### config.mk
export PLATFORM = sky130hd
export DESIGN_NAME = sar_ctrl
export DESIGN_NICKNAME = d
export VERILOG_FILES = /design/src/rtl/sar_pkg.sv /design/src/rtl/sar_seq.sv /design/src/rtl/sar_trial.sv /design/src/rtl/sar_out.sv /design/src/rtl/sar_ctrl.sv
export SDC_FILE = /design/constraint.sdc
export NUM_CORES = 1
export LEC_CHECK = 0
export ABC_AREA = 1
export BUFFER_PORTS_ARGS = -buffer_cell sky130_fd_sc_hd__buf_2
export CAP_MARGIN = 0
export CORE_AREA = 2 2 39 41
export CTS_BUF_LIST = sky130_fd_sc_hd__clkbuf_16
export DETAILED_ROUTE_END_ITERATION = 8
export DIE_AREA = 0 0 41 43
export PLACE_DENSITY = 0.7
export SETUP_SLACK_MARGIN = 0.02
export SLEW_MARGIN = 40
export SYNTH_ARGS = -nofsm -noshare
export SYNTH_HDL_FRONTEND = slang
export SYNTH_SLANG_ARGS = --single-unit
### constraint.sdc
create_clock -name clk -period 3.45 [get_ports clk]
set_input_delay 0 -clock clk [delete_from_list [all_inputs] [get_ports clk]]
set_output_delay 0 -clock clk [all_outputs]
set_load 0.005 [all_outputs]
### src/rtl/sar_pkg.sv
package sar_pkg;

    typedef enum logic {
        PH_IDLE = 1'b0,
        PH_CONV = 1'b1
    } sar_phase_t;

    // Control strobes passed from the sequencer to the datapath
    typedef struct packed {
        logic load;    // begin a conversion: seed the trial code
        logic decide;  // resolve the bit under trial this cycle
        logic last;    // the bit under trial is the LSB
    } sar_ctl_t;

    // One serial beat
    typedef struct packed {
        logic vld;
        logic dat;
    } sar_beat_t;

    function automatic int sar_ptr_width(input int n);
        return (n > 1) ? $clog2(n) : 1;
    endfunction

endpackage

### src/rtl/sar_seq.sv
module sar_seq
    import sar_pkg::*;
#(
    parameter int N = 4
) (
    input  logic                          clk,
    input  logic                          rst,
    input  logic                          start,
    output sar_ctl_t                      ctl,
    output logic [sar_ptr_width(N)-1:0]   ptr,
    output logic                          busy
);
    localparam int PW = sar_ptr_width(N);
    localparam logic [PW-1:0] TOP = PW'(N - 1);

    sar_phase_t    phase_q, phase_d;
    logic [PW-1:0] ptr_q, ptr_d;

    always_comb begin
        ctl.load   = (phase_q == PH_IDLE) && start;
        ctl.decide = (phase_q == PH_CONV);
        ctl.last   = (phase_q == PH_CONV) && (ptr_q == '0);
    end

    always_comb begin
        phase_d = phase_q;
        ptr_d   = ptr_q;
        unique case (phase_q)
            PH_IDLE: begin
                if (start) begin
                    phase_d = PH_CONV;
                    ptr_d   = TOP;
                end
            end
            PH_CONV: begin
                if (ptr_q == '0) begin
                    phase_d = PH_IDLE;
                end else begin
                    ptr_d = ptr_q - 1'b1;
                end
            end
            default: phase_d = PH_IDLE;
        endcase
    end

    always_ff @(posedge clk) begin
        if (rst) begin
            phase_q <= PH_IDLE;
            ptr_q   <= '0;
        end else begin
            phase_q <= phase_d;
            ptr_q   <= ptr_d;
        end
    end

    assign ptr  = ptr_q;
    assign busy = (phase_q == PH_CONV);

endmodule

### src/rtl/sar_trial.sv
module sar_trial
    import sar_pkg::*;
#(
    parameter int N = 4
) (
    input  logic                          clk,
    input  logic                          rst,
    input  sar_ctl_t                      ctl,
    input  logic [sar_ptr_width(N)-1:0]   ptr,
    input  logic                          cmp,
    output logic [N-1:0]                  code,
    output logic [N-1:0]                  code_nx
);
    logic [N-1:0] code_q;

    // One slice per bit: seeded on load, decided when pointed at,
    // armed when the bit above it is being decided.
    for (genvar i = 0; i < N; i++) begin : g_bit
        always_comb begin
            code_nx[i] = code_q[i];
            if (ctl.load) begin
                code_nx[i] = (i == N - 1);
            end else if (ctl.decide) begin
                if (int'(ptr) == i) begin
                    code_nx[i] = cmp;
                end else if (int'(ptr) == i + 1) begin
                    code_nx[i] = 1'b1;
                end
            end
        end
    end

    always_ff @(posedge clk) begin
        if (rst) begin
            code_q <= '0;
        end else begin
            code_q <= code_nx;
        end
    end

    assign code = code_q;

endmodule

### src/rtl/sar_out.sv
module sar_out
    import sar_pkg::*;
#(
    parameter int N = 4
) (
    input  logic          clk,
    input  logic          rst,
    input  sar_ctl_t      ctl,
    input  logic          cmp,
    input  logic [N-1:0]  code_nx,
    output logic [N-1:0]  result,
    output sar_beat_t     beat,
    output logic          done
);
    logic [N-1:0] res_q;
    sar_beat_t    beat_q;
    logic         done_q;

    always_ff @(posedge clk) begin
        if (rst) begin
            res_q  <= '0;
            beat_q <= '0;
            done_q <= 1'b0;
        end else begin
            beat_q.vld <= ctl.decide;
            beat_q.dat <= ctl.decide ? cmp : 1'b0;
            done_q     <= ctl.last;
            if (ctl.last) begin
                res_q <= code_nx;
            end
        end
    end

    assign result = res_q;
    assign beat   = beat_q;
    assign done   = done_q;

endmodule

### src/rtl/sar_ctrl.sv
module sar_ctrl
    import sar_pkg::*;
#(
    parameter int N = 4
) (
    input  logic          clk,
    input  logic          rst,
    input  logic          start,
    input  logic          cmp,
    output logic [N-1:0]  dac_code,
    output logic [N-1:0]  result,
    output logic          ser_bit,
    output logic          ser_vld,
    output logic          done,
    output logic          busy
);
    localparam int PW = sar_ptr_width(N);

    sar_ctl_t      ctl;
    logic [PW-1:0] ptr;
    logic [N-1:0]  code_nx;
    sar_beat_t     beat;

    sar_seq #(.N(N)) u_seq (
        .clk   (clk),
        .rst   (rst),
        .start (start),
        .ctl   (ctl),
        .ptr   (ptr),
        .busy  (busy)
    );

    sar_trial #(.N(N)) u_trial (
        .clk     (clk),
        .rst     (rst),
        .ctl     (ctl),
        .ptr     (ptr),
        .cmp     (cmp),
        .code    (dac_code),
        .code_nx (code_nx)
    );

    sar_out #(.N(N)) u_out (
        .clk     (clk),
        .rst     (rst),
        .ctl     (ctl),
        .cmp     (cmp),
        .code_nx (code_nx),
        .result  (result),
        .beat    (beat),
        .done    (done)
    );

    assign ser_bit = beat.dat;
    assign ser_vld = beat.vld;

endmodule

# Yosys cells after proc, flatten, opt, wreduce, memory -nomap -nowiden
# Index checks and enable logic that the tools add are counted.
[word_totals] reg_bits=14 input_bits=4 output_inout_bits=12 elab_cells=41
[classes] n_addsub=1 n_eq_ne=5 n_mux=21 n_bitwise=1 reduce_logical=6
[ops] op="1-bit 2-to-1 mux" count=17
[ops] op="2-bit equality test (second input constant)" count=2
[ops] op="2-bit logical NOT" count=2
[ops] op="2-bit 2-to-1 mux" count=2
[ops] op="2-bit != test (second input constant)" count=2
[ops] op="2-bit one-hot mux with 2 select lines" count=1
[ops] op="2-bit by 1-bit equality test with 1-bit output (second input constant)" count=1
[ops] op="1-bit logical AND" count=2
[ops] op="1-bit one-hot mux with 2 select lines" count=1
[ops] op="2-bit AND reduction" count=1
[ops] op="2-bit OR reduction" count=1
[ops] op="2-bit by 1-bit subtractor with 2-bit output (second input constant)" count=1
[ops] op="1-bit NOT" count=1

# Longest topological paths before layout
# Gate-level depths: netlist (run 1).
[logic_depth] ltp_word=5 ltp_mapped=8

# Modules after synthesis
# From an unflattened synthesis (run 1), not the netlist that was laid out.
[unflattened] cells_unflattened=99 hier_area_um2=661.9
[modules_own_cells] module="sar_out" instances=1 cells_per_inst=34 area_per_inst_um2=261.5 seq_area_each_um2=140.1
[modules_own_cells] module="sar_trial" instances=1 cells_per_inst=40 area_per_inst_um2=239.0 seq_area_each_um2=80.1
[modules_own_cells] module="sar_seq" instances=1 cells_per_inst=25 area_per_inst_um2=161.4 seq_area_each_um2=60.1

# Least setup slack after synthesis (run 1)
# Ideal clock, no wire load.
[synth_timing] kind="register -> register" start="reg u_seq.ptr_q[0] (netlist: u_seq.ptr[0])" end="reg u_seq.ptr_q[1] (netlist: u_seq.ptr[1])" setup_ns=0.118 arrival_ns=0.966 t_required_ns=3.332 path_slack_ns=2.366 stages_incl_launch_ff=9 synth_period_minus_slack_ns=1.084 cell_sequence="dfxtp_1 -> inv_1 -> ha_1 -> inv_1 -> nand2_1 -> nand2_2 -> inv_2 -> nand2_1 -> a21oi_2"
[synth_via] elab_chain_len=3
[synth_rtl] element="start: declaration" line="sar_seq.sv:17" text="logic [PW-1:0] ptr_q, ptr_d;"
[synth_rtl] element="start signal: assignment" line="sar_seq.sv:52" text="ptr_q <= ptr_d;"
[synth_rtl] element="2-bit by 1-bit subtractor with 2-bit output / 2-bit logical NOT (equally long branches)" line="sar_seq.sv:39, sar_seq.sv:36"
[synth_rtl] element="2-bit 2-to-1 mux / 2-bit != test (equally long branches)"
[synth_rtl] element="2-bit one-hot mux with 2 select lines / 2-bit AND reduction (equally long branches)"
# Parallel ways exist; a longest one is shown, timed or not. The select of a mux whose other input is x is not followed.
# A chain may end at the register's enable or synchronous reset.

# Worst setup path after layout (run 1)
[layout_timing] start="reg u_seq.ptr_q[0] (netlist: u_seq.ptr[0])" end="reg u_seq.ptr_q[0] (netlist: u_seq.ptr[0])"
# Same word-level chain as after synthesis.

==> impl_metrics.env, run 1 <==
export IMPL_status="complete, no violations"
export IMPL_grt_pass1_wl_um=1770
export IMPL_num_rows=14
export IMPL_synth_distinct_cells=17
export IMPL_tritoncts="done"
export IMPL_track_usage_pct=15.4
export IMPL_endpoint_kind="register"
export IMPL_fin_area_sq_um=756
export IMPL_cts_buffer_depth=2
export IMPL_p_leak_nw=0.383
export IMPL_hold_depth=3
export IMPL_vias=521
export IMPL_postSynthCellCount=75
export IMPL_multiInputGateArea_sq_um=258
export IMPL_startpoint="u_seq.ptr[0]$_SDFFE_PP0P_"
export IMPL_async_reset_ff_share_pct=0
export IMPL_finClkSkew_ns=0.00230
export IMPL_synth_compound_area_share_pct=12.3
export IMPL_antenna_found_initial=0
export IMPL_r2r_cells=6
export IMPL_cts_root_buf="clkbuf_16"
export IMPL_syn_cell_area_sq_um=598
export IMPL_dp_hpwl_um=818
export IMPL_wl_per_cell_um=10.3
export IMPL_synth_simple_area_share_pct=22.4
export IMPL_crit_arrival_ns=1.32
export IMPL_drtIter0Drc=11
export IMPL_cts_resized_gates=0
export IMPL_avgSynthCellArea_sq_um=7.97
export IMPL_drt_drc_violations_left=0
export IMPL_syn_nets=83
export IMPL_place_congestion=0.811
export IMPL_synth_flop_cell="dfxtp_1"
export IMPL_finalSetupTns_ns=0
export IMPL_hold_path_class="in2reg"
export IMPL_die_area_sq_um=1760
export IMPL_crit_path_end="u_seq.ptr[0]$_SDFFE_PP0P_"
export IMPL_synthAdderAreaFrac_pct=8.37
export IMPL_drive_gt1_share_pct=27.2
export IMPL_fin_nets=101
export IMPL_synth_top_family_by_area="simple AND/OR/NAND/NOR gates"
export IMPL_fin_crit_sh_pct=34.6
export IMPL_p_per_area_nw_per_um2=600
export IMPL_ir_drop_uv=281
export IMPL_max_freq_mhz=838
export IMPL_hold_viol_final=0
export IMPL_nFillCells=120
export IMPL_regArea_sq_um=280
export IMPL_cp_max_fo=4
export IMPL_ios=16
export IMPL_firstDrtPassIters=4
export IMPL_clk_transition_reported_paths_ns=0.04
export IMPL_max_slew_margin_pct=71.9
export IMPL_synthMuxAreaShare_pct=0
export IMPL_yosysTopAreaCellShare_pct=46.9
export IMPL_synth_seq_cells=14
export IMPL_cp_start_kind="register"
export IMPL_rsz0062_at_grt="no"
export IMPL_path_class="reg2reg"
export IMPL_required_ns=3.58
export IMPL_die_h_um=43
export IMPL_drt_wl_total_um=1120
export IMPL_hold_start="cmp"
export IMPL_h_tree_depth=1
export IMPL_cts_setup_buffers=0
export IMPL_clk_latency_ns=0.24
export IMPL_overflow=0
export IMPL_synth_area_leaders="dfxtp_1 47%, nand2_1 9.4%, ha_1 8.4%, a21oi_1 5.9%, nand3_1 5.0%"
export IMPL_postCtsHoldBufs=0
export IMPL_synth_xor_area_share_pct=0
export IMPL_clock_sinks=14
export IMPL_min_period_ns=1.19
export IMPL_antennaDiodeCount=0
export IMPL_cap_violations=0
export IMPL_start_util_pct=43.2
export IMPL_grt_pass1_vias=466
export IMPL_regToRegSetupSlack_ns=2.26
export IMPL_die_x_um=41
export IMPL_r2r_start="u_seq.ptr[0]$_SDFFE_PP0P_"
export IMPL_finalSetupViolCount=0
export IMPL_worst_slew_pin_transition_ns=0.421
export IMPL_numCtsBuffers=3
export IMPL_ys_warnings_count=0
export IMPL_worstReg2RegEnd="u_seq.ptr[0]$_SDFFE_PP0P_"
export IMPL_yosysTopAreaCell="dfxtp_1"
export IMPL_dpl_cell_area_sq_um=677
export IMPL_ys_seq_area_share_pct=46.9
export IMPL_slew_viol_final=0
export IMPL_ys_top_cells_by_count="15 x nand2_1, 14 x dfxtp_1, 8 x inv_1, 7 x a21oi_1, 6 x nand3_1"
export IMPL_viasPerCell=4.82
export IMPL_synth_edf_count=0
export IMPL_coreArea_sq_um=1380
export IMPL_placement_io_buffers=15
export IMPL_area_growth_pct=26.4
export IMPL_ant_nets=0
export IMPL_synthMostInstantiatedCell="nand2_1"
export IMPL_grt_max_degree=12
-- worst max-delay path, cell delays in order, from the launching register on --
cell and delay [ns]:
dfxtp_1 0.36, inv_1 0.09, ha_1 0.24, inv_1 0.07, nand2_1 0.07, o21ai_0 0.19
a21oi_1 0.06
-- placed cells by master, fill, tap and decap left out --
cell type,instances
nand2_1,15
buf_2,15
dfxtp_1,14
inv_1,8
a21oi_1,7
nand3_1,6
o21ai_0,5
nor2_1,5
ha_1,4
clkbuf_16,3
nand2_2,2
inv_2,2
o21ai_1,1
inv_4,1
nand2_4,1
a21oi_2,1
nor3_1,1
clkinv_1,1
-- how the worst min path moves through the flow --
stage / to / slack (ns)
after floorplan: u_out.result[0]$_SDFFE_PP0P_ / 0.14
after global placement: u_out.result[0]$_SDFFE_PP0P_ / 0.30
after detailed placement: u_out.result[0]$_SDFFE_PP0P_ / 0.30
after CTS: u_out.result[0]$_SDFFE_PP0P_ / 0.05
after global routing: u_out.result[0]$_SDFFE_PP0P_ / 0.05
final: u_out.result[0]$_SDFFE_PP0P_ / 0.05
-- final cells by class --
| type | instances | share of cell area (%) |
|---|---|---|
| Sequential cell | 14 | 37.1 |
| Clock inverter | 1 | 0.497 |
| Multi-Input combinational cell | 48 | 34.1 |
| Clock buffer | 3 | 9.93 |
| Timing Repair Buffer | 15 | 9.93 |
| Inverter | 11 | 5.79 |
| Tap cell | 16 | 2.65 |
-- logic make-up (layout without fill, tap and decap cells) --
family / Yosys count / after routing
buffers and inverters: 13 / 30
AND/OR/NAND/NOR: 30 / 30
adder cells (fa/ha/maj): 4 / 4
AO/OA/AOI/OAI: 14 / 14
flip-flops: 14 / 14
-- power by group --
part	switching [mW]	internal [mW]
Combinational	0.0325	0.0222
Clock	0.0633	0.153
Sequential	0.00894	0.174
-- per-stage QoR --
stage                     cells  total power, mW  utilization [%]  hold WS (ns)  setup WS (ns)
after floorplan              75            0.224                -         0.143           2.37
after global placement      104            0.239             48.9         0.296           2.29
after detailed placement    104            0.240             48.9         0.300           2.27
after CTS                   108            0.457             54.6        0.0473           2.27
after global routing        108            0.478             54.6        0.0531           2.14
final                       108            0.453             54.6        0.0482           2.26
-- flip-flops by register name, indices dropped and copies added (netlist names) --
signal and flops:
u_out.beat 2, u_out.done 1, u_out.result 4, u_seq.busy 1, u_seq.ptr 2, u_trial.code 4
-- metal layers --
metal / global-route usage (%) / wire [um]
met1: 17.4 / 486
met2: 22.2 / 528
met3: 3.14 / 71
met4: 14.7 / 29
met5: 0 / 0
(Power assumes the default switching activity.)
==> inputs of run 2 (changes only) <==
- clock period: 3.45 -> 1.1 ns (I/O delays scaled with it)
==> run 2 against run 1 <==
Effect of this change:
- die area unchanged
- clock power grew to 3.2 times the previous value
- combinational power rose to 3.9 times the previous value
- count of clock-buffer cells in the layout stayed put
- critical path depth unchanged
- non-clock buffer count rose by 1
- global-route usage rose by 0.054 points
- total power rose to 3.3 times the previous value
- core utilization up 5.1 points
- first-iteration DRC count is 73% lower
- critical endpoint is now u_out.result[2]$_SDFFE_PP0P_
- largest cell class is now multi-input gates
==> impl_metrics.env, run 2 (same netlist as run 1, synthesis figures left out) <==
export IMPL_hold_slack_ns=0.0404
export IMPL_finClkSkew_ns=0.000303
export IMPL_endpoint_kind="register"
export IMPL_vias=526
export IMPL_status="complete, no violations"
export IMPL_p_leak_nw=0.393
export IMPL_place_congestion=0.832
export IMPL_viasPerCell=4.83
export IMPL_fin_nets=102
export IMPL_total_power_mw=1.48
export IMPL_seqPwrFrac_pct=39.3
export IMPL_numCtsBuffers=3
export IMPL_start_util_pct=43.2
export IMPL_drt_wl_total_um=1220
export IMPL_crit_arrival_ns=1.23
export IMPL_die_x_um=41
export IMPL_fin_ws_ns=0.0504
export IMPL_h_tree_depth=1
export IMPL_cts_buffer_depth=2
export IMPL_cts_root_buf="clkbuf_16"
export IMPL_post_place_ws_ns=-0.0616
export IMPL_drt_drc_violations_left=0
export IMPL_multiInputGateArea_sq_um=304
export IMPL_drive_gt1_share_pct=45.2
export IMPL_max_slew_margin_pct=84.5
export IMPL_path_buf_inv=1
export IMPL_clock_sinks=14
export IMPL_p_int_mw=1.12
export IMPL_clk_latency_ns=0.24
export IMPL_worst_slew_pin_transition_ns=0.233
export IMPL_min_period_ns=1.05
export IMPL_finalSetupViolCount=0
export IMPL_cp_start_kind="register"
export IMPL_num_rows=14
export IMPL_required_ns=1.28
export IMPL_overflow=0
export IMPL_antenna_found_initial=0
export IMPL_die_h_um=43
export IMPL_ios=16
export IMPL_critPathMaxStageDelay_ns=0.35
export IMPL_placement_io_buffers=15
export IMPL_slew_viol_final=0
export IMPL_drtIter0Drc=3
export IMPL_critical_path_top_delay_family="flip-flops"
export IMPL_nFillCells=107
export IMPL_fin_crit_sh_pct=95.4
export IMPL_final_common_cell="buf_2"
export IMPL_ir_drop_uv=952
export IMPL_postLayoutCoreUtil_pct=59.7
export IMPL_cap_violations=0
export IMPL_track_usage_pct=15.4
export IMPL_grt_max_degree=12
export IMPL_ant_nets=0
export IMPL_p_comb_share_pct=14.3
export IMPL_area_growth_pct=38.1
export IMPL_path_cells="inv_4 > ha_2 > nand2_1 > nand3_1 > nand3_2 > a21oi_2"
export IMPL_max_freq_mhz=953
export IMPL_rsz0062_at_grt="yes"
export IMPL_swShare_pct=24.6
export IMPL_hold_viol_final=0
export IMPL_final_cell_mix="15 x buf_2, 14 x nand2_1, 11 x dfxtp_1"
export IMPL_antennaDiodeCount=0
export IMPL_dp_hpwl_um=773
export IMPL_p_switching_mw=0.365
export IMPL_firstDrtPassIters=2
export IMPL_grt_pass1_wl_um=1770
export IMPL_wl_per_cell_um=11.1
export IMPL_hold_path_class="in2reg"
export IMPL_cp_slowest_cell="dfxtp_4"
export IMPL_tritoncts="done"
export IMPL_die_area_sq_um=1760
export IMPL_coreArea_sq_um=1380
export IMPL_regArea_sq_um=289
export IMPL_cp_max_fo=4
export IMPL_path_class="reg2reg"
export IMPL_clockPowerShare_pct=46.5
export IMPL_grt_pass1_vias=453
export IMPL_clk_transition_reported_paths_ns=0.04
export IMPL_p_per_area_nw_per_um2=1790
## run 2: layer usage
metal	up-vias	wire [um]	track usage, %
met1	232	550	18.9
li1	274	-	-
met4	0	40	12.0
met3	5	75	4.71
met5	-	0	0
met2	15	548	21.3
## run 2: layout make-up
| type | count | share of cell area [%] |
|---|---|---|
| tap | 16 | 2.42 |
| timing repair buffer | 16 | 10.0 |
| sequential | 14 | 35.0 |
| inverter | 11 | 6.21 |
| clock inverter | 1 | 0.455 |
| multi-input combinational | 48 | 36.8 |
| clock buffer | 3 | 9.09 |
## run 2: path summary, 6_finish.rpt
kind / start / end / slack (ns) / depth (start not counted)
worst min register to register: u_out.result[0]$_SDFFE_PP0P_ / u_out.result[0]$_SDFFE_PP0P_ / 0.46 / 2
worst max register to register: u_seq.ptr[0]$_SDFFE_PP0P_ / u_out.result[2]$_SDFFE_PP0P_ / 0.05 / 6
worst max-delay path: u_seq.ptr[0]$_SDFFE_PP0P_ / u_out.result[2]$_SDFFE_PP0P_ / 0.05 / 6
worst min-delay path: rst / u_seq.ptr[1]$_SDFFE_PP0P_ / 0.04 / 2
## run 2: repair_timing
item,4_1_cts,5_1_grt
pin swaps,1,4
cloned,0,0
hold endpoints to repair,0,0
buffers inserted,0,0
gates resized for setup,7,19
hold buffers,0,0
setup endpoints to repair,11,9
## run 2: worst register-to-register path: stages, from the launching register on
cell	delay, ns
dfxtp_4	0.35
inv_4	0.07
ha_2	0.18
nand2_1	0.07
nand3_1	0.11
nand3_2	0.08
a21oi_2	0.12
## run 2: stage by stage
| stage | std cells | cell area, sq um | TNS [ns] |
|---|---|---|---|
| finish | 109 | 826 | 0 |
| global route | 109 | 826 | -0.0353 |
| CTS | 109 | 779 | 0 |
| detailed placement | 105 | 687 | -0.151 |
| global placement | 105 | 687 | -0.102 |
| floorplan | 75 | 601 | 0 |
## run 2: power by group through the flow
| stage | clock, mW | sequential [mW] | combinational, mW |
|---|---|---|---|
| 2_1_floorplan | 0 | 0.575 | 0.129 |
| 3_3_place_gp | 0 | 0.580 | 0.174 |
| 3_5_place_dp | 0 | 0.581 | 0.174 |
| 4_1_cts | 0.688 | 0.576 | 0.186 |
| 5_1_grt | 0.721 | 0.586 | 0.240 |
| 6_report | 0.689 | 0.582 | 0.212 |
